--- src/rtl/sfg_pkg.sv ---
package sfg_pkg;

  typedef enum logic {ENC_ONEHOT = 1'b0, ENC_BINARY = 1'b1} enc_e;
  typedef enum logic [1:0] {INJ_NONE = 2'd0, INJ_STATE = 2'd1, INJ_NEXT = 2'd2, INJ_OUT = 2'd3} inj_e;

  localparam int NUM_ST  = 5;
  localparam int IN_W    = 2;
  localparam int OUT_W   = 3;
  localparam int IDX_W   = $clog2(NUM_ST);
  localparam int INJ_W   = NUM_ST;
  localparam int CAUSE_W = 5;

  localparam int C_IN  = 0;
  localparam int C_OUT = 1;
  localparam int C_PS  = 2;
  localparam int C_NS  = 3;
  localparam int C_TR  = 4;

  typedef logic [IDX_W-1:0]   idx_t;
  typedef logic [IN_W-1:0]    in_t;
  typedef logic [OUT_W-1:0]   out_t;
  typedef logic [CAUSE_W-1:0] cause_t;

  typedef struct packed {
    logic ok;
    out_t y;
  } edge_t;

  function automatic logic in_global_ok(in_t x);
    return x != '1;
  endfunction

  function automatic logic in_state_ok(idx_t s, in_t x);
    case (int'(s))
      0: return int'(x) inside {0, 1};
      1: return int'(x) inside {0, 1, 2};
      2: return int'(x) inside {0, 2};
      3: return int'(x) inside {0, 1};
      4: return int'(x) inside {0, 1, 2};
      default: return 1'b0;
    endcase
  endfunction

  function automatic logic out_global_ok(out_t y);
    return y != '1;
  endfunction

  function automatic logic out_state_ok(idx_t s, out_t y);
    case (int'(s))
      0: return int'(y) inside {0, 1};
      1: return int'(y) inside {2, 3, 4};
      2: return int'(y) inside {0, 5};
      3: return int'(y) inside {1, 6};
      4: return int'(y) inside {2, 4, 5};
      default: return 1'b0;
    endcase
  endfunction

  // Graph edges keyed by (present*8 + next); each edge carries its own output.
  function automatic edge_t edge_lookup(idx_t p, idx_t n);
    edge_t e;
    e = '{ok: 1'b1, y: '0};
    case (int'(p) * 8 + int'(n))
      0:  e.y = 3'b000;
      1:  e.y = 3'b001;
      8:  e.y = 3'b100;
      9:  e.y = 3'b010;
      10: e.y = 3'b011;
      18: e.y = 3'b000;
      19: e.y = 3'b101;
      27: e.y = 3'b110;
      28: e.y = 3'b001;
      32: e.y = 3'b100;
      33: e.y = 3'b101;
      36: e.y = 3'b010;
      default: e.ok = 1'b0;
    endcase
    return e;
  endfunction

endpackage

--- src/rtl/sfg_code_decode.sv ---
module sfg_code_decode
  import sfg_pkg::*;
#(
  parameter enc_e ENC = ENC_ONEHOT,
  parameter int   SW  = NUM_ST
) (
  input  logic [SW-1:0] code,
  output idx_t          idx,
  output logic          valid
);

  generate
    if (ENC == ENC_ONEHOT) begin : g_onehot
      always_comb begin
        idx = '0;
        for (int i = NUM_ST - 1; i >= 0; i--) begin
          if (code[i]) idx = idx_t'(i);
        end
      end
      assign valid = ($countones(code) == 1);
    end else begin : g_binary
      assign idx   = code[IDX_W-1:0];
      assign valid = (int'(code) < NUM_ST);
    end
  endgenerate

endmodule

--- src/rtl/sfg_step_logic.sv ---
module sfg_step_logic
  import sfg_pkg::*;
(
  input  idx_t cur,
  input  in_t  x,
  output idx_t nxt,
  output out_t y
);

  // Undefined inputs keep the state and give the self-loop output.
  always_comb begin
    nxt = cur;
    y   = '0;
    case (int'(cur))
      0: begin
        y = 3'b000;
        if (int'(x) == 1) begin nxt = idx_t'(1); y = 3'b001; end
      end
      1: begin
        y = 3'b010;
        if (int'(x) == 1) begin nxt = idx_t'(2); y = 3'b011; end
        if (int'(x) == 2) begin nxt = idx_t'(0); y = 3'b100; end
      end
      2: begin
        y = 3'b000;
        if (int'(x) == 2) begin nxt = idx_t'(3); y = 3'b101; end
      end
      3: begin
        y = 3'b110;
        if (int'(x) == 1) begin nxt = idx_t'(4); y = 3'b001; end
      end
      4: begin
        y = 3'b010;
        if (int'(x) == 1) begin nxt = idx_t'(0); y = 3'b100; end
        if (int'(x) == 2) begin nxt = idx_t'(1); y = 3'b101; end
      end
      default: begin
        nxt = '0;
        y   = '0;
      end
    endcase
  end

endmodule

--- src/rtl/sfg_fault_mon.sv ---
module sfg_fault_mon
  import sfg_pkg::*;
(
  input  logic   clk,
  input  logic   rst_n,
  input  in_t    x,
  input  idx_t   p_idx,
  input  logic   p_ok,
  input  idx_t   n_idx,
  input  logic   n_ok,
  input  out_t   y,
  output cause_t cause_now,
  output cause_t cause_q
);

  edge_t e;

  always_comb begin
    e = edge_lookup(p_idx, n_idx);
    cause_now        = '0;
    cause_now[C_IN]  = !in_global_ok(x) || (p_ok && !in_state_ok(p_idx, x));
    cause_now[C_OUT] = !out_global_ok(y)
                     || (p_ok && !out_state_ok(p_idx, y))
                     || (p_ok && n_ok && e.ok && (y != e.y));
    cause_now[C_PS]  = !p_ok;
    cause_now[C_NS]  = !n_ok;
    cause_now[C_TR]  = p_ok && n_ok && !e.ok;
  end

  always_ff @(posedge clk) begin
    if (!rst_n) cause_q <= '0;
    else        cause_q <= cause_q | cause_now;
  end

  // once set, a cause bit never clears before reset
  p_cause_keep_r9: assert property (@(posedge clk) disable iff (!rst_n)
    1'b1 |=> ((cause_q & $past(cause_q)) == $past(cause_q)));

endmodule

--- src/rtl/sfg_guarded_fsm.sv ---
module sfg_guarded_fsm
  import sfg_pkg::*;
#(
  parameter enc_e ENC = ENC_ONEHOT
) (
  input  logic               clk,
  input  logic               rst_n,
  input  logic [IN_W-1:0]    x_i,
  input  logic [1:0]         inj_sel_i,
  input  logic [INJ_W-1:0]   inj_mask_i,
  output logic [OUT_W-1:0]   y_o,
  output logic               fault_o,
  output logic [CAUSE_W-1:0] cause_o
);

  localparam int SW = (ENC == ENC_ONEHOT) ? NUM_ST : IDX_W;
  typedef logic [SW-1:0] code_t;
  localparam code_t RST_CODE = (ENC == ENC_ONEHOT) ? code_t'(1) : code_t'(0);

  code_t  state_q, ps_fb, ns_code, ns_fb, mask_st;
  out_t   y_raw, y_chk, mask_out;
  idx_t   p_idx, n_idx, nxt_idx;
  logic   p_ok, n_ok;
  cause_t cause_now, cause_q;
  inj_e   sel;

  assign sel      = inj_e'(inj_sel_i);
  assign mask_st  = inj_mask_i[SW-1:0];
  assign mask_out = inj_mask_i[OUT_W-1:0];

  // Present state as seen by the logic (feedback path)
  assign ps_fb = state_q ^ ((sel == INJ_STATE) ? mask_st : '0);

  sfg_code_decode #(.ENC(ENC), .SW(SW)) u_dec_ps (
    .code(ps_fb), .idx(p_idx), .valid(p_ok)
  );

  sfg_step_logic u_step (
    .cur(p_idx), .x(x_i), .nxt(nxt_idx), .y(y_raw)
  );

  generate
    if (ENC == ENC_ONEHOT) begin : g_enc_oh
      assign ns_code = code_t'(1) << nxt_idx;
    end else begin : g_enc_bin
      assign ns_code = nxt_idx;
    end
  endgenerate

  assign ns_fb = ns_code ^ ((sel == INJ_NEXT) ? mask_st : '0);
  assign y_chk = y_raw ^ ((sel == INJ_OUT) ? mask_out : '0);

  sfg_code_decode #(.ENC(ENC), .SW(SW)) u_dec_ns (
    .code(ns_fb), .idx(n_idx), .valid(n_ok)
  );

  sfg_fault_mon u_mon (
    .clk(clk), .rst_n(rst_n), .x(x_i),
    .p_idx(p_idx), .p_ok(p_ok), .n_idx(n_idx), .n_ok(n_ok),
    .y(y_chk), .cause_now(cause_now), .cause_q(cause_q)
  );

  assign cause_o = cause_q | cause_now;
  assign fault_o = |cause_o;
  assign y_o     = fault_o ? '0 : y_chk;

  always_ff @(posedge clk) begin
    if (!rst_n)        state_q <= RST_CODE;
    else if (!fault_o) state_q <= ns_fb;
  end

  // outputs remain safe in every cycle after a fault
  p_mask_after_r8: assert property (@(posedge clk) disable iff (!rst_n)
    fault_o |=> (y_o == '0));

  // fault flag is sticky
  p_fault_sticky_r9: assert property (@(posedge clk) disable iff (!rst_n)
    fault_o |=> fault_o);

  // no state load while faulted
  p_freeze_r6: assert property (@(posedge clk) disable iff (!rst_n)
    fault_o |=> $stable(state_q));

  // a clean cycle only ever loads a valid code
  p_clean_load_r10: assert property (@(posedge clk) disable iff (!rst_n)
    !fault_o |=> (p_ok || (sel == INJ_STATE)));

  // an invalid present code never reaches the controlled object
  p_bad_state_quiet_r5: assert property (@(posedge clk) disable iff (!rst_n)
    !p_ok |-> (y_o == '0));

endmodule

--- config.mk ---
export PLATFORM = sky130hd
export DESIGN_NAME = sfg_guarded_fsm
export DESIGN_NICKNAME = d
export VERILOG_FILES = /design/src/rtl/sfg_pkg.sv /design/src/rtl/sfg_code_decode.sv /design/src/rtl/sfg_step_logic.sv /design/src/rtl/sfg_fault_mon.sv /design/src/rtl/sfg_guarded_fsm.sv
export SDC_FILE = /design/constraint.sdc
export NUM_CORES = 1
export LEC_CHECK = 0
export CAP_MARGIN = 30
export CELL_PAD_IN_SITES_DETAIL_PLACEMENT = 0
export CELL_PAD_IN_SITES_GLOBAL_PLACEMENT = 1
export CORE_MARGIN = 8
export CORE_UTILIZATION = 43
export CTS_CLUSTER_SIZE = 10
export DETAILED_ROUTE_END_ITERATION = 8
export PLACE_DENSITY = 0.86
export SLEW_MARGIN = 20
export SYNTH_ARGS = -nofsm -noshare
export SYNTH_HDL_FRONTEND = slang
export SYNTH_SLANG_ARGS = --single-unit
--- constraint.sdc ---
create_clock -name clk -period 8.7 [get_ports clk]
set_input_delay 1.305 -clock clk [delete_from_list [all_inputs] [get_ports clk]]
set_output_delay 1.305 -clock clk [all_outputs]
set_load 0.02 [all_outputs]
Yosys cells after proc, flatten, opt, wreduce, memory -nomap -nowiden
Cells that the tools add are included.

storage, ports and cells
  input port bits = 11
  output and inout bits = 9
  register bits after elaboration = 10

operators by class
  $add $sub $neg = 9
  shift operators = 1
  muxes and demuxes = 34
  reductions and logical operators = 36
  bitwise gates (word level) = 4
  equality and inequality tests = 33

operator list
  operator                                               number
  equality test 32 x 5 -> 1 bit (second input constant)  4
  equality test 32 x 4 -> 1 bit (second input constant)  3
  equality test 32 x 6 -> 1 bit (second input constant)  3
  two-way mux 3 bit                                      24
  adder 32 x 1 -> 32 bit                                 2
  adder 32 bit                                           2
  equality test 32 x 2 -> 1 bit (second input constant)  2
  equality test 32 x 1 -> 1 bit (second input constant)  1
  logical NOT 32 bit                                     1
  one-hot mux 3 bit (5 select lines)                     2
  one-hot mux 3 bit (6 select lines)                     1
  equality test 3 x 2 -> 1 bit (second input constant)   4
  equality test 3 bit (second input constant)            4
  OR reduction 12 bit                                    1
  OR reduction 2 bit                                     6
  equality test 2 bit (second input constant)            5
  two-way mux 5 bit                                      2
  nonzero test 2 bit                                     5
  bitwise XOR 5 bit                                      2
  nonzero test 3 bit                                     3
  adder 1 x 1 -> 2 bit                                   4
  adder 6 x 3 -> 7 bit                                   1
  logical NOT 1 bit                                      7
  equality test 3 x 1 -> 1 bit (second input constant)   2
  other kinds (15)                                       26

Longest topological paths before layout
Gate-level depths: netlist of run 1.

  depth in word-level cells = 28
  mapped depth = 24
  mapped depth without buffers = 23

Modules after synthesis
A second synthesis of run 1 with hierarchy kept.

unflattened totals
  cell total of the unflattened synthesis = 211
  area, all modules = 1617.8 µm²

modules (own cells, without submodules)
  module           area an instance (µm²)  instances  cells an instance
  sfg_fault_mon    568.0                   1          76
  sfg_guarded_fsm  536.8                   1          68
  sfg_step_logic   297.8                   1          39
  sfg_code_decode  107.6                   2          14

Worst setup path before layout of run 1
No wires, ideal clock.

  path type = input-to-output
  start point = input inj_sel_i[0]
  end point = output y_o[0]
  path slack = 1.030 ns
  path buffers = 1
  data required time = 7.395 ns
  arrival time = 6.365 ns
  stages on the path = 22
  cells stage by stage = nor2b_1 nand2_1 xnor2_1 inv_1 ha_1 inv_1 a2111o_1 a211oi_2 o22ai_2 buf_2 a21oi_1 xnor2_1 ha_1 fa_1 fa_1 nand2_1 nor3_1 inv_1 or2_2 nor4_1 o211ai_1 nor2_1

on the way
  elaborated cells between the ends (all ways) = 100

RTL lines
  what                                              RTL line                                    source
  start: declaration                                sfg_guarded_fsm.sv:9                        input logic [1:0] inj_sel_i,
  equality test 2 x 1 -> 1 bit                      sfg_guarded_fsm.sv:32                       assign ps_fb = state_q ^ ((sel == INJ_STATE) ? mask_st : '0);
  two-way mux 5 bit                                 sfg_guarded_fsm.sv:32
  bitwise XOR 5 bit                                 sfg_guarded_fsm.sv:32
  two-way mux 3 bit (5 in a row)                    sfg_code_decode.sv:17                       if (code[i]) idx = idx_t'(i);
  two-way mux 3 bit (on tied branches)              sfg_step_logic.sv:34, sfg_step_logic.sv:21
  two-way mux 3 bit (on tied branches)              sfg_step_logic.sv:35, sfg_step_logic.sv:22
  one-hot mux 3 bit (5 select lines)                sfg_step_logic.sv:14                        case (int'(cur))
  << shifter 1 x 3 -> 5 bit                         sfg_guarded_fsm.sv:44                       assign ns_code = code_t'(1) << nxt_idx;
  (+1 left out)                                     n/a
  net ns_fb[3]                                      sfg_guarded_fsm.sv:20                       code_t state_q, ps_fb, ns_code, ns_fb, mask_st;
  (+2 left out)                                     n/a
  adder 32 x 1 -> 32 bit (not written as such) (*)  sfg_code_decode.sv:20                       assign valid = ($countones(code) == 1);
  equality test 32 x 2 -> 1 bit (*)                 sfg_code_decode.sv:20
  logical NOT 1 bit (*)                             sfg_fault_mon.sv:26                         cause_now[C_NS] = !n_ok;
  bitwise OR 5 bit (*)                              sfg_guarded_fsm.sv:63                       assign cause_o = cause_q | cause_now;
  net cause_o[3]                                    sfg_guarded_fsm.sv:13                       output logic [CAUSE_W-1:0] cause_o
  OR reduction 5 bit (*)                            sfg_guarded_fsm.sv:64                       assign fault_o = |cause_o;
  net fault_o                                       sfg_guarded_fsm.sv:12                       output logic fault_o,
  two-way mux 3 bit (*)                             sfg_guarded_fsm.sv:65                       assign y_o = fault_o ? '0 : y_chk;
  end: declaration                                  sfg_guarded_fsm.sv:11                       output logic [OUT_W-1:0] y_o,

Mark *: on every way through the listed nets, which the timed path passes. The rest lies on a longest branch.

Worst setup path in the final report of run 1
  start point = input inj_sel_i[0]
  end point = output fault_o

on the way
  elaborated cells between the ends (all ways) = 99

RTL lines
  what                                                                   RTL line                                    source
  equality test 2 x 1 -> 1 bit                                           sfg_guarded_fsm.sv:32
  two-way mux 5 bit                                                      sfg_guarded_fsm.sv:32
  bitwise XOR 5 bit                                                      sfg_guarded_fsm.sv:32
  two-way mux 3 bit (5 in a row)                                         sfg_code_decode.sv:17
  two-way mux 3 bit (on tied branches)                                   sfg_step_logic.sv:34, sfg_step_logic.sv:21
  two-way mux 3 bit (on tied branches)                                   sfg_step_logic.sv:35, sfg_step_logic.sv:22
  one-hot mux 3 bit (5 select lines)                                     sfg_step_logic.sv:14
  << shifter 1 x 3 -> 5 bit                                              sfg_guarded_fsm.sv:44
  bitwise XOR 5 bit (*)                                                  sfg_guarded_fsm.sv:50                       assign ns_fb = ns_code ^ ((sel == INJ_NEXT) ? mask_st : '0);
  net ns_fb[2]                                                           sfg_guarded_fsm.sv:20
  parallel branches: the longest is 10 deep, another holds adder 32 bit  n/a
  bitwise OR 5 bit (*)                                                   sfg_guarded_fsm.sv:63
  OR reduction 5 bit (*)                                                 sfg_guarded_fsm.sv:64
  end: declaration                                                       sfg_guarded_fsm.sv:12

Mark *: on every way through the listed nets, which the timed path passes.

==> results of run 1 <==
-- metal layers --
metal | global-route usage | part of all wire | up-vias
met1 | 0.2049 | 0.45 | 985
li1 | - | - | 1088
met5 | 0 | 0 | -
met3 | 0.01321 | 0.041 | 8
met2 | 0.2901 | 0.49 | 55
met4 | 0.06260 | 0.019 | 0
-- through the flow --
stage | hold slack, ps | std cells | power (uW) | util
2_1_floorplan | 431.2 | 289 | 151.5 | -
3_3_place_gp | 452.9 | 374 | 194.2 | 0.4922
3_5_place_dp | 454.2 | 374 | 195.8 | 0.4922
4_1_cts | 464.2 | 377 | 244.1 | 0.5005
5_1_grt | 477.7 | 378 | 261.5 | 0.5085
6_report | 455.1 | 378 | 241.6 | 0.5085
-- repair_timing --
action                                  4_1_cts  5_1_grt
endpoints found under the setup margin        0        4
hold buffers                                  0        0
buffers inserted                              0        1
resized for setup                             0        8
-- registers in the layout, indices dropped and copies added (netlist names) --
name and count:
u_mon.cause_q 5, state_q 5
-- placed cells by master (no fill, tap or decap), types with 8 or more instances in the layout --
cell type and instances:
o21ai_0 8, nand2_1 36, nor2_1 26, xnor2_1 9, clkdlybuf4s50_1 15, a21oi_1 13
buf_4 11, inv_1 20, dfxtp_1 10, ha_1 13, nor3_1 8
-- area by class of cell --
class / instances / area, um2
tap: 70 / 87.58
multi-input combinational: 245 / 1844
clock buffer: 3 / 41.29
fill: 488 / 2446
inverter: 20 / 75.07
sequential: 10 / 200.2
timing repair buffer: 30 / 282.8
-- worst min-delay path: cells and delay by family (launching register included) --
kind             cells  cell delay (ps)
AND/OR/NAND/NOR      2              120
flip-flops           1              300
-- power groups by stage --
stage               clock, uW  sequential, uW  combinational [uW]
floorplan                   0            53.1                98.5
global placement            0            53.8                 140
detailed placement          0            54.0                 142
CTS                      48.4            53.2                 142
global route             49.5            53.5                 159
finish                   46.3            53.2                 142
-- cells by family (layout without fill, tap and decap cells) --
| group | Yosys count | in the layout | synth area share |
|---|---|---|---|
| simple gates | 125 | 125 | 0.3052 |
| mux | 6 | 6 | 0.03058 |
| compound gates | 82 | 82 | 0.3249 |
| flops | 10 | 10 | 0.09232 |
| xor+xnor | 15 | 15 | 0.06752 |
| fa+ha+maj | 17 | 17 | 0.1119 |
| buf+inv | 34 | 53 | 0.06751 |
-- path summary, 6_finish.rpt --
| check | start | to | cells after the start |
|---|---|---|---|
| hold / removal | u_mon.cause_q[3] | u_mon.cause_q[3] | 2 |
| hold reg to reg | u_mon.cause_q[3] | u_mon.cause_q[3] | 2 |
| setup reg to reg | state_q[3] | state_q[4] | 19 |
| setup / recovery | inj_sel_i[0] | fault_o | 22 |
==> results summary, run 1 <==
The run finished with clean final reports. The clock share of power is 0.192. The share of final-layout standard cells stronger than drive strength 1 came out at 0.1526. The proportion of power drawn by flip-flops and latches is 0.220.

After detailed routing, the number of vias per cell comes to 5.651. The floorplan die area came out at 0.007571 mm2. The worst hold-check path type is reg2reg. The average wire length per cell after detail routing came out at 15.80 um.

Broken down by cell family, the worst path's largest delay share belongs to buffers and inverters. The final hold violation count is 0. The number of enable flip-flop cells after synthesis is 0. In the synthesized netlist the dominant register cell turns out to be dfxtp_1. The type of element capturing the critical path is an output pin.

The tree is rooted in a clkbuf_8. The fraction of synthesis flops using an asynchronous set or reset pin came out at 0. The total number of vias came out at 2,136. The gate count of the mapped netlist is 289. The instance area after placement is 0.002450 mm2.

The finished cells cover 0.002531 mm2. The worst-path cell with the longest stage delay is clkdlybuf4s50_1. Summed over all cells, the static leakage comes to 0.001076 uW. The area of the mapped netlist came out at 0.002168 mm2. The count of nets after finishing came out at 338. The critical path is of the in2out type.

The clock-pin slew on the worst setup and hold paths came out at 40 ps. The insertion delay to the later sink of the worst-skew pair is 230 ps. The final-layout setup total negative slack came out at 0 ps.

The power density of the placed cells is 95.46 mW/mm2. Sorting the synthesized cells by area gives the leading types as dfxtp_1 (9.2%), ha_1 (7.5%), nand2_1 (6.2%). The final count of pins violating max slew came out at 0. The data arrival time of the critical path came out at 6870 ps. In the post-route analysis, the smallest setup slack over all paths is 522.5 ps. TritonCTS built the clock tree. The fraction of post-synthesis cell area in the top cell type by area is 0.09233. Setup repair after global routing left no endpoint under its margin. The Yosys warning count is 0. The number of nets in the synthesized netlist is 317. In this run, distinct cell masters in the synthesized netlist total 77.

The transition at the pin with the smallest max-transition slack is 756.3 ps. The overall die height is 87.01 um. The buffers plus inverters on the worst setup path came out at 6. The count of buffers inserted at the top-level ports came out at 19. The width of the die is 87.01 um. The core region is 0.004977 mm2. The number of diodes added for antenna fixing came out at 0.

The analysis attributes to net switching a power of 101.3 uW. Of the total power, the share spent switching nets is 0.4191. Of the synthesized area, sequential elements account for 0.09233. The initial cell density of the core is 0.4356. The time the final worst path needs with I/O delays and setup is 8177 ps. The row count is 26.

Setup slack on the worst reg-to-reg path comes out at 3460 ps. The detailed router finished its first iteration with 126 violations. The number of antenna violations at the first check in global routing is 0. The total global routing overflow is 0. The routability congestion estimate from global placement came out at 0.9076.

The critical path launch point type is an input pin. Traced cell by cell, the critical path runs through clkdlybuf4s50_1 > buf_4 > nand3b_1 > xor2_2 > ha_1 > inv_1 > a2111o_1 > a211oi_4 > o22ai_2 > nor2_1 > xnor2_1 > inv_1 > ha_1 > fa_1 > fa_1 > nand2_1 > nor3_1 > inv_1 > or2_2 > nor4_1 > o211ai_1 > clkdlybuf4s50_1. The final clock period utilization by the worst path came out at 0.9399. The maximum root-to-sink buffer count came out at 2.

The mean post-synth cell area is 7.503 um2. The routed design has 5972 um of wire. The delay contributed by the slowest stage of the critical path came out at 580 ps.

The remaining max-slew budget at the tightest pin came out at 0.4936. The level count of the clock H-tree came out at 1. The worst voltage drop across the vdd grid is 0.00008397 V. The synthesized design spends more area on one cell type than any other, namely dfxtp_1. In the global route stage, overall resource usage came out at 0.1660. The internal power consumption is 140.4 uW.

CTS saw 10 sinks. The count of maximum capacitance violations came out at 0. The remaining antenna violation count after routing came out at 0.

After synthesis, the most frequently instantiated cells are nand2_1 (36), nor2_1 (26), inv_1 (20). The first-pass GRT wire length is 10,090 um. The proportion of power drawn by combinational gates is 0.588. After synthesis the netlist holds a flip-flop and latch count of 10. The most repeated cell in the gate-level netlist after synthesis is nand2_1. The most numerous cell type found on the critical path is inv_1. The top-level I/O count is 20. The final-report setup violation count came out at 0. The number of buffers added by the clock tree synthesis step came out at 3. The pre-antenna-repair detailed-routing pass consisted of 4 iterations. The critical path required time came out at 7390 ps.

The post-synthesis to final-layout area growth is 16.73%. The largest fanout on the critical path is 10. The clock tree skew after final layout is 2.717 ps. Detailed placement ended at an HPWL of 4848 um. The post-placement setup slack came out at 185.4 ps. The fmax came out at 0.1223 GHz. The DRC violation count after routing is 0. The number of global-route vias before repair came out at 2,083. Entering global routing, the biggest net connects 13 pins.
(Power assumes the default switching activity.)
==> run 2: changes to the inputs <==
--- a/config.mk
+++ b/config.mk
@@ -8,7 +8,7 @@
 export CAP_MARGIN = 30
 export CELL_PAD_IN_SITES_DETAIL_PLACEMENT = 0
 export CELL_PAD_IN_SITES_GLOBAL_PLACEMENT = 1
-export CORE_MARGIN = 8
+export CORE_MARGIN = 2
 export CORE_UTILIZATION = 43
 export CTS_CLUSTER_SIZE = 10
 export DETAILED_ROUTE_END_ITERATION = 8
==> results summary, run 2 (same netlist as run 1, synthesis figures left out) <==
The routability congestion estimate from global placement is 0.9370 (+3.2%). The first-pass GRT wire length is 9825 um (-2.6%). The delay contributed by the slowest stage of the critical path came out at 670 ps (+90 ps). The largest fanout on the critical path is 10 (unchanged). The post-synthesis to final-layout area growth came to 16.85% (about the same). The final-layout setup total negative slack is 0 ps (unchanged). The signal on the critical path passes through clkdlybuf4s50_1 > buf_4 > nand3b_1 > xor2_2 > ha_1 > inv_1 > a2111o_1 > a211oi_4 > o22ai_2 > a21oi_1 > xnor2_1 > ha_1 > nand2b_1 > nand2b_1 > nand2_1 > a221o_1 > a21oi_2 > mux2_2 > nor3b_1 > o311a_4 > o211ai_1 > clkdlybuf4s50_1. The remaining max-slew budget at the tightest pin came to 0.4768 (-0.01676). The critical path required time came out at 7390 ps (about the same). The number of diodes added for antenna fixing was 0 (unchanged).

The static leakage is 0.001082 uW (+0.56%). The count of non-filler cells in the finished layout is 376 (-0.53%). The data arrival time of the critical path is 6950 ps (+80 ps). The most frequent standard cell in the layout excluding fill and tap cells is nand2_1.

The total non-filler cell area in the finished layout is 0.002534 mm2 (about the same). The violation count after the first detailed-routing iteration came out at 181 (+44%). The clock tree skew after final layout came out at 0.6424 ps (-2.074 ps).

The insertion delay to the later sink of the worst-skew pair came out at 230 ps (about the same). STA classifies the critical path startpoint as an input pin. The number of buffers added by the clock tree synthesis step was 3 (unchanged). The number of global-route vias before repair was 2,049 (-1.6%). The HPWL after detailed placement came out at 4713 um (-2.8%). The final-report setup violation count was 0 (unchanged). The row count is 25 (-3.8%). The master cell of the clock root buffer is clkbuf_8. The time the final worst path needs with I/O delays and setup came out at 8259 ps (+81.72 ps). The maximum root-to-sink buffer count is 2 (unchanged). The busiest layer in global routing is met2.

The transition at the pin with the smallest max-transition slack came out at 777.6 ps (+21.29 ps). In this design, the largest share of critical-path delay is due to compound AO/OA/AOI/OAI gates. The remaining antenna violation count after routing is 0 (unchanged). The top-level I/O count came out at 20 (unchanged). The initial cell density of the core came out at 0.4531 (+0.01743).

The final clock period utilization by the worst path is 0.9493 (+0.009393). The routed via count divided by cell count is 5.832 (+3.2%). The global-route track usage on met1 is 0.3195 (+0.1146). The overall die height is 75.01 um (-14%). The buffers plus inverters on the worst setup path is 4 (-2). The worst voltage drop across the vdd grid came to 0.0001198 V (+43%). The average wire length per cell after detail routing came out at 15.64 um (-1.0%).

The global-route usage over all layers came out at 0.2238 (+0.05774). The DRC violation count after routing came to 0 (unchanged). The level count of the clock H-tree is 1 (unchanged). The min-delay analysis places its worst path in the category reg2reg. In the final layout, the registers with the most flip-flops are state_q x5, u_mon.cause_q x5.

The clock-pin slew on the worst setup and hold paths is 40 ps (about the same). The power density of the placed cells came to 95.54 mW/mm2 (about the same). The flow ran to the end, and the final reports show no timing, DRC or antenna violations. The fmax is 0.1211 GHz (-0.99%). The count of buffers inserted at the top-level ports came out at 19 (unchanged). The sink count of the clock tree is 10 (unchanged). The instance area after placement is 0.002446 mm2 (-0.15%). The instance count after placement with tap cells included is 371 (-0.80%). The final hold violation count came to 0 (unchanged). The width of the die came out at 75.01 um (-14%). The core area is 0.004786 mm2 (-3.8%). TritonCTS built the clock tree.

The routing usage on met3 is 0.005355 (-0.007853). The worst setup path is captured at an output pin. The met2 track demand over resource in global routing came to 0.3577 (+0.06762). The routed wire length is 5881 um (-1.5%). The total global routing overflow is 0 (unchanged). The count of maximum capacitance violations came out at 0 (unchanged). The number of antenna violations at the first check in global routing is 0 (unchanged). The final count of pins violating max slew was 0 (unchanged). The count of nets after finishing is 339 (+0.30%). The share of final-layout standard cells stronger than drive strength 1 came out at 0.1553 (+0.002742). Setup repair after global routing left no endpoint under its margin.

The worst-path cell with the longest stage delay is clkdlybuf4s50_1. The total number of vias was 2,193 (+2.7%). The worst setup path is of the in2out kind. The library cells used most frequently in the layout, excluding fill and tap cells, are nand2_1 (36), nor2_1 (26), inv_1 (20), clkdlybuf4s50_1 (15), a21oi_1 (14). The number of optimization iterations in the first detailed-route pass is 4 (unchanged).

The pin count of the biggest net entering global routing is 13 (unchanged). The floorplan die area is 0.005627 mm2 (-26%).
run 2: changes by cell type in the layout (fill, tap and decap cells not counted), sizes merged:
cell  previous run  this run
buf             11        12
run 2: tightest hold or removal path: stages, from the launching register on:
cell	delay (ps)
dfxtp_1	300
nor3_1	60
nor2_1	70
run 2: what timing repair did:
| action | in CTS | in global routing |
|---|---|---|
| resized for setup | 0 | 8 |
| setup buffers | 0 | 2 |
| endpoints found under the setup margin | 0 | 4 |
| hold buffers | 0 | 0 |
run 2: cell type report:
type | instances | area [um2]
repair buffers | 31 | 290.3
multi-input cells | 245 | 1843
flip-flops and latches | 10 | 200.2
well taps | 67 | 83.83
clock buffers | 3 | 41.29
fillers | 487 | 2252
inverters | 20 | 75.07
run 2: path summary, 6_finish.rpt:
check	depth (start not counted)	slack, ps	from	endpoint
setup / recovery	22	440	inj_sel_i[0]	fault_o
hold / removal	2	470	u_mon.cause_q[3]	u_mon.cause_q[3]
setup reg to reg	19	3390	state_q[3]	state_q[4]
hold reg to reg	2	470	u_mon.cause_q[3]	u_mon.cause_q[3]
run 2: power by group:
group | switching (uW) | leakage [uW] | internal [uW]
registers | 2.39 | 0.0000818 | 50.8
logic | 82.9 | 0.000979 | 59.4
clock network | 16.4 | 0.0000216 | 30.1
total | 102 | 0.00108 | 140
run 2: per-layer routing:
layer	up-vias	routed length, um
met2	68	2715
li1	1092	-
met5	-	0
met3	15	204
met1	1018	2795
met4	0	165
run 2: through the flow:
step                        util  worst slack, ps  hold WS [ps]  total power [uW]
final                     0.5294            440.8         470.4             242.1
after global routing      0.5294            49.17         504.7             259.3
after CTS                 0.5197            214.6         477.0             242.2
after detailed placement  0.5111            230.2         464.9             193.9
after global placement    0.5111            298.5         451.7             193.7
after floorplan                -             1030         431.2             151.5
==> run 3: changes to the inputs <==
--- a/config.mk
+++ b/config.mk
@@ -9,10 +9,11 @@
 export CELL_PAD_IN_SITES_DETAIL_PLACEMENT = 0
 export CELL_PAD_IN_SITES_GLOBAL_PLACEMENT = 1
 export CORE_MARGIN = 2
-export CORE_UTILIZATION = 43
+export CORE_UTILIZATION = 48
 export CTS_CLUSTER_SIZE = 10
 export DETAILED_ROUTE_END_ITERATION = 8
-export PLACE_DENSITY = 0.86
+export DONT_BUFFER_PORTS = 1
+export PLACE_DENSITY = 0.79
 export SLEW_MARGIN = 20
 export SYNTH_ARGS = -nofsm -noshare
 export SYNTH_HDL_FRONTEND = slang
==> results summary, run 3 (same netlist as run 1, synthesis figures left out) <==
The run finished with clean final reports. The overall power consumption was 214.6 uW (-11%). The total of fill cells in the finished design is 414 (-15%). Leaving out fill and tap cells, the most frequent cells in the layout are nand2_1 (36), nor2_1 (26), inv_1 (20), a21oi_1 (14), ha_1 (13). The overall die height came out at 71.21 um (-5.1%).

The worst reg-to-reg setup slack came to 3150 ps (-240 ps). Leaving out fill and tap cells, the most frequent cell in the layout is nand2_1. The buffers plus inverters on the worst setup path came out at 4 (unchanged). The share of final-layout standard cells stronger than drive strength 1 came to 0.1281 (-0.02723). TritonCTS built the clock tree. The count of maximum capacitance violations is 0 (unchanged).

The number of buffers added by the clock tree synthesis step came out at 3 (unchanged). The delay contributed by the slowest stage of the critical path came out at 490 ps (-180 ps). In this run the critical register-to-register path is launched from state_q[2].

The worst voltage drop across the vdd grid came to 0.0001132 V (-5.5%). The level count of the clock H-tree came to 1 (unchanged). The fmax is 0.1236 GHz (+2.1%).

The initial cell density of the core came out at 0.4980 (+0.04492). The violation count after the first detailed-routing iteration is 170 (-6.1%). The combined area of the multi-input logic cells is 0.001822 mm2 (-1.2%). The instance area after placement came out at 0.002177 mm2 (-11%). The static leakage is 0.0008968 uW (-17%).

The tree is rooted in a clkbuf_8. The number of global-route vias before repair is 1,878 (-8.3%). The final hold violation count was 0 (unchanged). The largest registers in the layout are state_q x5, u_mon.cause_q x5.

The worst hold path begins at u_mon.cause_q[3]. The critical path in this run is classified as in2out. The number of optimization iterations in the first detailed-route pass came out at 4 (unchanged). The total number of vias came out at 2,018 (-8.0%). Traced cell by cell, the critical path runs through nor2b_1 > nand2_1 > xnor2_1 > inv_1 > ha_1 > inv_1 > and3_1 > a221oi_4 > nand2_1 > nor2_1 > xnor2_1 > inv_1 > ha_1 > fa_1 > fa_1 > nand2_1 > nor3_1 > inv_1 > or2_2 > nor4_1 > o211ai_1 > nor2_1. The gate family responsible for the most delay along the worst path is simple AND/OR/NAND/NOR gates. The remaining max-slew budget at the tightest pin is 0.4453 (-0.03151). The clock tree skew after final layout is 4.157 ps (+3.514 ps). Setup repair after global routing left no endpoint under its margin. The routed wire length came out at 5580 um (-5.1%). The number of antenna violations at the first check in global routing came out at 0 (unchanged). The sink count of the clock tree is 10 (unchanged). The DRC violation count after routing is 0 (unchanged). From synthesis to final layout, the design area changed by 2.654%.

The final-report setup violation count came out at 0 (unchanged). The count of buffers inserted at the top-level ports came out at 0 (-19). The count of non-filler cells in the finished layout came out at 333 (-11%). The cell count of the worst hold path is 2 (unchanged).

The HPWL after detailed placement came out at 4571 um (-3.0%). The remaining antenna violation count after routing is 0 (unchanged). The routability congestion estimate from global placement came out at 0.8339 (-11%). STA classifies the critical path endpoint as an output pin. The time the final worst path needs with I/O delays and setup is 8093 ps (-166.6 ps).

The critical path required time came out at 7390 ps (about the same). The core area came to 0.004354 mm2 (-9.0%). The instance count after placement with tap cells included came out at 329 (-11%). The final count of pins violating max slew is 0 (unchanged).

The maximum root-to-sink buffer count came out at 2 (unchanged). The clock-pin slew on the worst setup and hold paths came out at 50 ps (about the same). The width of the die came to 71.21 um (-5.1%). The total global routing overflow came out at 0 (unchanged).

The final-layout setup total negative slack came to 0 ps (unchanged). The count of nets after finishing is 311 (-8.3%). For this design, the slowest cell found on the critical path is fa_1. The floorplan die area came out at 0.005071 mm2 (-9.9%). The data arrival time of the critical path came out at 6790 ps (-160 ps). The row count came out at 24 (-4.0%). The insertion delay to the later sink of the worst-skew pair is 230 ps (about the same). The routed via count divided by cell count was 6.060 (+3.9%). The worst setup path is launched from an input pin. The min-delay analysis places its worst path in the category reg2reg. The first-pass GRT wire length came out at 9087 um (-7.5%). The global-route usage over all layers is 0.2270 (+0.003256). For hold timing, the worst endpoint is u_mon.cause_q[3].

The total non-filler cell area in the finished layout is 0.002226 mm2 (-12%). The length in cells of the worst reg-to-reg path came to 18 (-1). The largest fanout on the critical path was 12 (+2). The transition at the pin with the smallest max-transition slack came out at 828.4 ps (+50.78 ps). The power density of the placed cells is 96.42 mW/mm2 (+0.92%). The cell that appears most often on the critical path is inv_1. The pin count of the biggest net entering global routing is 13 (unchanged). The terminus of the critical flop-to-flop path is state_q[4].

The average wire length per cell after detail routing is 16.76 um (+7.1%). The number of diodes added for antenna fixing came out at 0 (unchanged). The final clock period utilization by the worst path is 0.9302 (-0.01914). The top-level I/O count came to 20 (unchanged). The area occupied by registers came to 200.2 um2 (unchanged).
==> run 3: worst register-to-register path: stages (launching register included) <==
cell and delay (ps):
dfxtp_1 440, xor2_1 330, ha_1 340, inv_1 170, a2111o_1 340, a211oi_2 360
o22ai_2 190, a21oi_1 240, xnor2_1 230, ha_1 320, fa_1 440, fa_1 490
nand2_1 60, nor3_1 190, inv_1 170, or2_2 340, nor4_2 240, o211ai_4 190
mux2_4 330
==> run 3: how the worst max path moves through the flow <==
stage                       from  cells after the start      to
floorplan           inj_sel_i[0]                     22  y_o[0]
global placement    inj_sel_i[0]                     22  y_o[0]
detailed placement  inj_sel_i[0]                     22  y_o[0]
CTS                 inj_sel_i[0]                     22  y_o[0]
global route        inj_sel_i[0]                     22  y_o[0]
finish              inj_sel_i[0]                     22  y_o[2]
==> run 3: final cells by class <==
cell class                      instances  area share
Tap cell                               52     0.02923
Sequential cell                        10     0.08994
Multi-Input combinational cell        245      0.8184
Clock buffer                            3     0.01855
Timing Repair Buffer                    3     0.01012
Inverter                               20     0.03373
==> run 3: per-stage QoR <==
stage | hold WS [ps] | utilization | setup slack [ps]
after floorplan | 431.2 | - | 1030
after global placement | 449.2 | 0.5000 | 605.0
after detailed placement | 459.3 | 0.5000 | 445.5
after CTS | 469.8 | 0.5095 | 430.5
after global routing | 515.3 | 0.5112 | 64.34
final | 459.8 | 0.5112 | 607.3
==> run 3: report_power, final <==
group          switching (uW)  internal, uW  total [uW]  leakage (uW)
registers                2.44          50.8        53.2     0.0000818
clock network            16.3          30.1        46.5     0.0000216
logic                    74.2          40.7         115      0.000793
total                    93.0           122         215      0.000897
==> run 3: repair_timing <==
| action | in CTS | in global routing |
|---|---|---|
| hold buffers | 0 | 0 |
| endpoints found under the setup margin | 0 | 3 |
| resized for setup | 0 | 0 |
| setup buffers | 0 | 1 |
==> run 3: per-layer routing <==
| layer | part of all wire | global-route usage | vias up |
|---|---|---|---|
| li1 | - | - | 1037 |
| met2 | 0.46 | 0.3755 | 42 |
| met4 | 0.021 | 0.08176 | 0 |
| met3 | 0.036 | 0.01547 | 8 |
| met1 | 0.48 | 0.3122 | 931 |
| met5 | 0 | 0 | - |
